[src/rtl/rbpPkg.sv]
package rbpPkg;
  typedef enum logic [1:0] {
    ST_IDLE       = 2'd0,
    ST_DEBOUNCE   = 2'd1,
    ST_ASSERT     = 2'd2,
    ST_WAIT_REARM = 2'd3
  } rbpState_e;

  typedef struct packed {
    logic cntClr;
    logic cntInc;
    logic modeLoad;
  } rbpStrobe_s;
endpackage

[src/rtl/rbpDatapath.sv]
module rbpDatapath
  import rbpPkg::*;
#(
  parameter int CNT_W = 5
) (
  input  logic             clk,
  input  logic             rstN,
  input  logic             btnN,
  input  logic             msTick,
  input  logic             pwrCycleSel,
  input  rbpStrobe_s       strobe,
  output logic [CNT_W-1:0] cntVal,
  output logic             btnFall,
  output logic             modeSel
);
  localparam logic [CNT_W-1:0] CNT_MAX = '1;

  logic btnPrev;

  // Tick counter shared by debounce, pulse width and release qualification
  always_ff @(posedge clk or negedge rstN) begin
    if (!rstN) begin
      cntVal <= '0;
    end else if (strobe.cntClr) begin
      cntVal <= '0;
    end else if (strobe.cntInc && msTick && (cntVal != CNT_MAX)) begin
      cntVal <= cntVal + 1'b1;
    end
  end

  always_ff @(posedge clk or negedge rstN) begin
    if (!rstN) btnPrev <= 1'b1;
    else       btnPrev <= btnN;
  end

  assign btnFall = btnPrev && !btnN;

  // Action kind captured when the press is accepted
  always_ff @(posedge clk or negedge rstN) begin
    if (!rstN)                modeSel <= 1'b0;
    else if (strobe.modeLoad) modeSel <= pwrCycleSel;
  end
endmodule

[src/rtl/rbpControl.sv]
module rbpControl
  import rbpPkg::*;
#(
  parameter int DEBOUNCE_TICKS = 16,
  parameter int PULSE_TICKS    = 5,
  parameter int CNT_W          = 5
) (
  input  logic             clk,
  input  logic             rstN,
  input  logic             btnN,
  input  logic             btnFall,
  input  logic             dbEn,
  input  logic             msTick,
  input  logic             pwrOk,
  input  logic             sysRunning,
  input  logic             pltRstInactive,
  input  logic             modeSel,
  input  logic [CNT_W-1:0] cntVal,
  output rbpStrobe_s       strobe,
  output logic             hostRst,
  output logic             pwrCycleReq
);
  localparam logic [CNT_W-1:0] DB_LIM    = CNT_W'(DEBOUNCE_TICKS);
  localparam logic [CNT_W-1:0] PULSE_LIM = CNT_W'(PULSE_TICKS + 1);

  rbpState_e state, stateNext;
  logic      releaseOk;

  always_ff @(posedge clk or negedge rstN) begin
    if (!rstN) state <= ST_IDLE;
    else       state <= stateNext;
  end

  assign releaseOk = dbEn ? (btnN && (cntVal >= DB_LIM)) : btnN;

  always_comb begin
    stateNext = state;
    strobe    = '0;
    unique case (state)
      ST_IDLE: begin
        if (pwrOk && !dbEn && btnFall) begin
          stateNext       = ST_ASSERT;
          strobe.cntClr   = 1'b1;
          strobe.modeLoad = 1'b1;
        end else if (pwrOk && dbEn && !btnN) begin
          stateNext     = ST_DEBOUNCE;
          strobe.cntClr = 1'b1;
        end
      end
      ST_DEBOUNCE: begin
        strobe.cntInc = 1'b1;
        if (btnN || !pwrOk) begin
          stateNext = ST_IDLE;
        end else if (cntVal >= DB_LIM) begin
          stateNext       = ST_ASSERT;
          strobe.cntClr   = 1'b1;
          strobe.cntInc   = 1'b0;
          strobe.modeLoad = 1'b1;
        end
      end
      ST_ASSERT: begin
        strobe.cntInc = 1'b1;
        if (cntVal >= PULSE_LIM) begin
          stateNext     = ST_WAIT_REARM;
          strobe.cntClr = 1'b1;
          strobe.cntInc = 1'b0;
        end
      end
      ST_WAIT_REARM: begin
        if (!btnN) strobe.cntClr = 1'b1;
        else       strobe.cntInc = 1'b1;
        if (releaseOk && sysRunning && pltRstInactive) stateNext = ST_IDLE;
      end
      default: stateNext = ST_IDLE;
    endcase
  end

  assign hostRst     = (state == ST_ASSERT) && !modeSel;
  assign pwrCycleReq = (state == ST_ASSERT) &&  modeSel;

  // Independent tick count over each pulse, for the width checks
  logic       anyOut;
  logic [7:0] pulseTickCnt;
  assign anyOut = hostRst || pwrCycleReq;

  always_ff @(posedge clk or negedge rstN) begin
    if (!rstN)                 pulseTickCnt <= '0;
    else if (!anyOut)          pulseTickCnt <= '0;
    else if (msTick && pulseTickCnt != 8'hFF) pulseTickCnt <= pulseTickCnt + 1'b1;
  end

  p_exclusive_out_r8: assert property (@(posedge clk) disable iff (!rstN)
    !(hostRst && pwrCycleReq));

  p_mode_held_r8: assert property (@(posedge clk) disable iff (!rstN)
    (anyOut && $past(anyOut)) |-> $stable(pwrCycleReq));

  p_start_pwrok_r7: assert property (@(posedge clk) disable iff (!rstN)
    $rose(anyOut) |-> $past(pwrOk));

  p_min_width_r4: assert property (@(posedge clk) disable iff (!rstN)
    $fell(anyOut) |-> ($past(pulseTickCnt) >= 8'(PULSE_TICKS)));

  p_max_width_r4: assert property (@(posedge clk) disable iff (!rstN)
    anyOut |-> (pulseTickCnt <= 8'(PULSE_TICKS + 1)));

  p_rearm_cond_r6: assert property (@(posedge clk) disable iff (!rstN)
    ($past(state == ST_WAIT_REARM) && (state == ST_IDLE))
      |-> $past(sysRunning && pltRstInactive && btnN));
endmodule

[src/rtl/resetButtonPulser.sv]
module resetButtonPulser
  import rbpPkg::*;
#(
  parameter int DEBOUNCE_TICKS = 16,
  parameter int PULSE_TICKS    = 5
) (
  input  logic clk,
  input  logic rstN,
  input  logic btnN,
  input  logic dbEn,
  input  logic msTick,
  input  logic sysRunning,
  input  logic pltRstInactive,
  input  logic pwrOk,
  input  logic pwrCycleSel,
  output logic hostRst,
  output logic pwrCycleReq
);
  localparam int MAX_COUNT = (DEBOUNCE_TICKS > PULSE_TICKS + 1) ? DEBOUNCE_TICKS : PULSE_TICKS + 1;
  localparam int CNT_W     = $clog2(MAX_COUNT + 2);

  rbpStrobe_s       strobe;
  logic [CNT_W-1:0] cntVal;
  logic             btnFall;
  logic             modeSel;

  rbpDatapath #(.CNT_W(CNT_W)) datapath_i (
    .clk(clk), .rstN(rstN), .btnN(btnN), .msTick(msTick),
    .pwrCycleSel(pwrCycleSel), .strobe(strobe),
    .cntVal(cntVal), .btnFall(btnFall), .modeSel(modeSel)
  );

  rbpControl #(
    .DEBOUNCE_TICKS(DEBOUNCE_TICKS), .PULSE_TICKS(PULSE_TICKS), .CNT_W(CNT_W)
  ) control_i (
    .clk(clk), .rstN(rstN), .btnN(btnN), .btnFall(btnFall), .dbEn(dbEn),
    .msTick(msTick), .pwrOk(pwrOk), .sysRunning(sysRunning),
    .pltRstInactive(pltRstInactive), .modeSel(modeSel), .cntVal(cntVal),
    .strobe(strobe), .hostRst(hostRst), .pwrCycleReq(pwrCycleReq)
  );
endmodule

[config.mk]
export PLATFORM = sky130hd
export DESIGN_NAME = resetButtonPulser
export DESIGN_NICKNAME = d
export VERILOG_FILES = /design/src/rtl/rbpPkg.sv /design/src/rtl/rbpDatapath.sv /design/src/rtl/rbpControl.sv /design/src/rtl/resetButtonPulser.sv
export SDC_FILE = /design/constraint.sdc
export NUM_CORES = 1
export LEC_CHECK = 0
export CAP_MARGIN = 20
export CORE_UTILIZATION = 38
export DETAILED_ROUTE_END_ITERATION = 10
export SLEW_MARGIN = 40
export SYNTH_ARGS = -nofsm -noshare
export SYNTH_HDL_FRONTEND = slang
export SYNTH_SLANG_ARGS = --single-unit
[constraint.sdc]
create_clock -name clk -period 1.9 [get_ports clk]
set_input_delay 0.19 -clock clk [delete_from_list [all_inputs] [get_ports clk]]
set_output_delay 0.19 -clock clk [all_outputs]
set_load 0.005 [all_outputs]
## Yosys cells after proc, flatten, opt, wreduce, memory -nomap -nowiden

Index checks and enable logic that the tools add are counted.

- Bits in registers: 9
- Logic and storage cells: 56
- Output and inout bits: 2

- Order comparisons: 2
- Muxes and demuxes: 21
- Reductions and logical operators: 20
- Add/sub/neg operators: 1
- Equal/unequal tests: 8

Operators by type and width:

| kind | count |
|---|---|
| 2-to-1 mux 2 bit | 7 |
| logical AND 1 bit | 12 |
| 2-to-1 mux 5 bit | 2 |
| one-hot mux 2 bit (4 select lines) | 1 |
| 2-to-1 mux 1 bit | 6 |
| 2-to-1 mux 3 bit | 2 |
| inequality test 3 x 1 -> 1 bit, second input constant | 2 |
| adder 5 x 1 -> 5 bit, second input constant | 1 |
| greater-or-equal comparator 5 x 3 -> 1 bit, second input constant | 1 |
| greater-or-equal comparator 5 bit, second input constant | 1 |
| inequality test 5 bit, second input constant | 1 |
| == test 2 bit, second input constant | 2 |
| zero test 1 bit | 4 |
| inequality test 2 x 1 -> 1 bit, second input constant | 2 |
| one-hot mux 1 bit (4 select lines) | 1 |
| AND reduction 4 bit | 1 |
| one-hot mux 1 bit (3 select lines) | 1 |
| == test 2 x 1 -> 1 bit, second input constant | 1 |
| zero test 2 bit | 1 |
| one-hot mux 1 bit (2 select lines) | 1 |
| nonzero test 2 bit | 1 |
| logical OR 1 bit | 1 |

## Depth between registers and ports, before layout

- Depth after elaboration: 8
- Depth in mapped cells: 7
- Gate-level depth less buffers: 7

## Modules after synthesis

A second synthesis with hierarchy kept.

- Cells, all modules: 54
- Area, all modules: 544.3 sq um

By module, submodules not included:

| module | seq. area each (sq um) | instances | area an instance (sq um) | cells an instance |
|---|---|---|---|---|
| rbpDatapath | 176.4 | 1 | 327.8 | 26 |
| rbpControl | 50.0 | 1 | 216.5 | 28 |

## Worst setup path before layout

Ideal clock, no wire load.

- Path type: register to register
- From: register datapath_i.cntVal[0]
- To: register datapath_i.cntVal[0]
- Cell stages (with the launch flop): 8
- Data required time: 1.775 ns
- Path slack: 0.077 ns
- Buffers on the path: 0
- Data arrival time: 1.698 ns
- Period minus slack after synthesis: 1.823 ns
- Cell sequence: dfrtp_1 > ha_1 > and3_1 > ha_1 > and2b_2 > nor2b_1 > o21ai_2 > mux2_4

- Cells in the longest elaborated chain, start to end: 7
- Elaborated cells on any way between the ends: 14

RTL lines:

| item | RTL line | source |
|---|---|---|
| from (decl) | rbpDatapath.sv:12 | `output logic [CNT_W-1:0] cntVal,` |
| from (signal assigned) | rbpDatapath.sv:27 | `cntVal <= cntVal + 1'b1;` |
| greater-or-equal comparator 5 bit | rbpControl.sv:54 | `end else if (cntVal >= DB_LIM) begin` |
| 2-to-1 mux 3 bit | rbpControl.sv:54 |  |
| 2-to-1 mux 3 bit | rbpControl.sv:52 | `if (btnN \|\| !pwrOk) begin` |
| one-hot mux 1 bit (3 select lines) | rbpControl.sv:39 | `unique case (state)` |
| logical AND 1 bit (2 in a row) | rbpDatapath.sv:26 | `end else if (strobe.cntInc && msTick && (cntVal != CNT_MAX)) begin` |
| nonzero test 2 bit (no line) | -- |  |

Parallel ways exist; a longest one is shown, timed or not. The select of a mux whose other input is x is not followed.
A chain may end at the register's enable or synchronous reset.

## Worst setup path in the final report

Ends and elaborated chain as after synthesis.

==> results.md <==
* Status: finished with violations
* Failing checks: design-rule violations
* CTS Buffer Depth at 2
* Clk slew on worst S/H paths at 0.06 ns
* R2R Setup Slk at 0.1 ns
* Fill cells at 142
* GP Congestion at 0.792
* Pins over their slew limit at 0
* Root Buffer: clkbuf_4
* CTS tree: built
* Dpl hpwl at 1020 um
* Post-synth top area share at 30.7%
* Worst r2r dst: datapath_i.cntVal[0]$_DFFE_PN0P_
* CP arrival at 1.94 ns
* Crit end category: flip-flop
* Post-synth EDFFs at 0
* Core area at 1560 sq um
* Detailed Route Iter0 Violations at 12
* First-pass GRT wire length at 2180 um
* P_leak at 0.000362 uW
* IR drop worst, VDD at 0.000568 V
* I/O pin count at 11
* Layout area overhead at 25.3%
* Setup CP Type: flip-flop to flip-flop
* Worst-Skew Late Latency at 0.25 ns
* Vias in the first global route at 517
* Unrepaired setup endpoints after global routing: false
* Max-cap viol count at 0
* Remaining DRCs at 2
* Final hold slack at 0.226 ns
* Reg2reg path depth at 7
* Routed length per instance at 13.3 um
* Clock skew at 0.00187 ns
* Total GRT Usage at 15.7%
* Die Span Y at 43.5 um
* H-Tree Depth at 1
* Nets at 93
* Crit path max fanout at 3
* I/O Buffers at 10
* Synth area leader: dfrtp_1
* Vias per std cell at 5.69
* Grt total ovfl at 0
* Fin crit share at 94.9%
* Final TNS setup at 0 ns
* Relative slew slack at 69.0%
* Routed WL at 1280 um
* Sequential fraction of the synthesis area at 34.7%
* Number of CTS-inserted buffers at 3
* Async S/R FF share, synth at 100%
* Final worst path period need at 1.80 ns
* Critical Path RT at 2.04 ns
* Ys Warns at 0
* Cell Rows at 14
* R2r startpoint: datapath_i.cntVal[0]$_DFFE_PN0P_
* Final hold violation count at 0
* Drt pass-1 iters at 7
* Syn nets at 75
* Yosys reg bits at 9
* Dominant synthesized flop cell: dfrtp_1
* Post-CTS setup buffers at 0
* Max Freq at 555 MHz
* Post-Syn Area at 653 sq um
* Post-Synthesis Cells at 63
* PwrDens at 1070 nW/um^2
* Unique masters post-synth at 36
* Via count at 546
* Mean post-synth cell area at 10.4 sq um
* Final setup fails at 0
* Worst Max-Slew Pin Slew at 0.465 ns
* Starting density of the core at 41.9%
* Initial antenna violation count at 0
* Ant. Diodes at 0
* Die X at 43.5 um
* Fraction of layout cells with a size suffix above 1 at 25.0%
* Setup crit start kind: flip-flop
* DRT antenna net count at 0
* Clock Sinks at 9
* Pin count of the biggest net entering global routing at 12
* Dominant cells by area after synthesis: dfrtp_1 (31%), ha_1 (5.7%), a32oi_4 (4.2%)
* Hold crit path type: primary input to async pin
* Die area at 1890 sq um
## cell usage in the layout, fill, tap and decap left out, types with 2 or more instances in the layout
cell type / count
nor3b_1: 2
o22a_1: 2
nand2b_1: 3
nand2_1: 3
buf_4: 5
clkdlybuf4s50_1: 10
dfrtp_1: 7
nor3_1: 3
o21ai_1: 2
a21o_1: 2
nor2_1: 2
a21oi_1: 3
ha_1: 3
clkbuf_4: 3
o21ai_0: 2
inv_1: 4
## per-stage QoR
stage	util (%)	worst slack (ns)	instance area [sq um]	total power, uW	instances
6_report	52.5	0.0971	818	874	96
3_3_place_gp	50.6	0.0639	788	734	92
5_1_grt	52.5	0.0104	818	943	96
3_5_place_dp	50.6	0.0628	788	736	92
4_1_cts	52.2	0.0429	815	882	96
2_1_floorplan	-	0.0774	653	631	63
## Yosys cell counts, drive strengths merged (2+ instances only)
library cell and count:
nor2 3, nor3 4, ha 3, a21oi 3, a21o 2, nor3b 2
o21ai 5, buf 2, nand2 3, inv 4, dfrtp 8, o22a 2
mux2 3, nand2b 3
## state kept, by name, summed over array words and instances, names as in the netlist
register and cells:
datapath_i.modeSel 1, control_i.state 2, datapath_i.cntVal 5, datapath_i.btnPrev 1
## where the power goes
group / switching, uW / leakage, uW / internal (uW)
clock network: 57.9 / 0.0000150 / 80.3
registers: 88.6 / 0.000112 / 245
logic: 173 / 0.000235 / 229
## how the worst max path moves through the flow
stage	start	to	slack (ns)	depth (start not counted)
6_report	datapath_i.cntVal[0]$_DFFE_PN0P_	datapath_i.cntVal[0]$_DFFE_PN0P_	0.1	7
5_1_grt	datapath_i.cntVal[0]$_DFFE_PN0P_	datapath_i.cntVal[3]$_DFFE_PN0P_	0.01	7
4_1_cts	datapath_i.cntVal[0]$_DFFE_PN0P_	datapath_i.cntVal[0]$_DFFE_PN0P_	0.04	7
3_5_place_dp	datapath_i.cntVal[0]$_DFFE_PN0P_	datapath_i.cntVal[0]$_DFFE_PN0P_	0.06	7
3_3_place_gp	datapath_i.cntVal[0]$_DFFE_PN0P_	datapath_i.cntVal[0]$_DFFE_PN0P_	0.06	7
2_1_floorplan	datapath_i.cntVal[0]$_DFFE_PN0P_	datapath_i.cntVal[0]$_DFFE_PN0P_	0.08	7
## layer usage
| layer | vias to the layer above | GRT usage [%] | part of all wire, % |
|---|---|---|---|
| met1 | 260 | 21.3 | 54 |
| li1 | 269 | - | - |
| met2 | 15 | 23.9 | 41 |
| met3 | 2 | 2.08 | 4.6 |
| met5 | - | 0 | 0 |
| met4 | 0 | 9.38 | 0.63 |
## worst max-delay path, stage by stage (launching register included)
cell	delay, ns
dfrtp_1	0.38
ha_1	0.22
and3_1	0.18
ha_1	0.16
and2b_2	0.20
nor2b_2	0.19
o21ai_2	0.09
mux2_4	0.26
## final cells by class
cell class                 count  area (sq um)  share of cell area, %
inverter                       4          15.0                   1.83
clock buffer                   4          26.3                   3.21
tap                           16          20.0                   2.45
timing repair buffer          15           138                   16.8
sequential                     9           228                   27.8
multi-input combinational     48           392                   47.9
## kinds of logic (layout without fill, tap and decap cells)
group	after synthesis	in the layout	synth area share (%)
mux	3	3	5.75
flops	9	9	34.7
compound gates	20	20	24.3
buf+inv	6	23	5.75
simple gates	22	22	23.8
fa+ha+maj	3	3	5.75
## what timing repair did
action | 4_1_cts | 5_1_grt
hold buffers | 0 | 0
gates resized for setup | 0 | 2
setup endpoints to repair | 0 | 5
(Power assumes the default switching activity.)
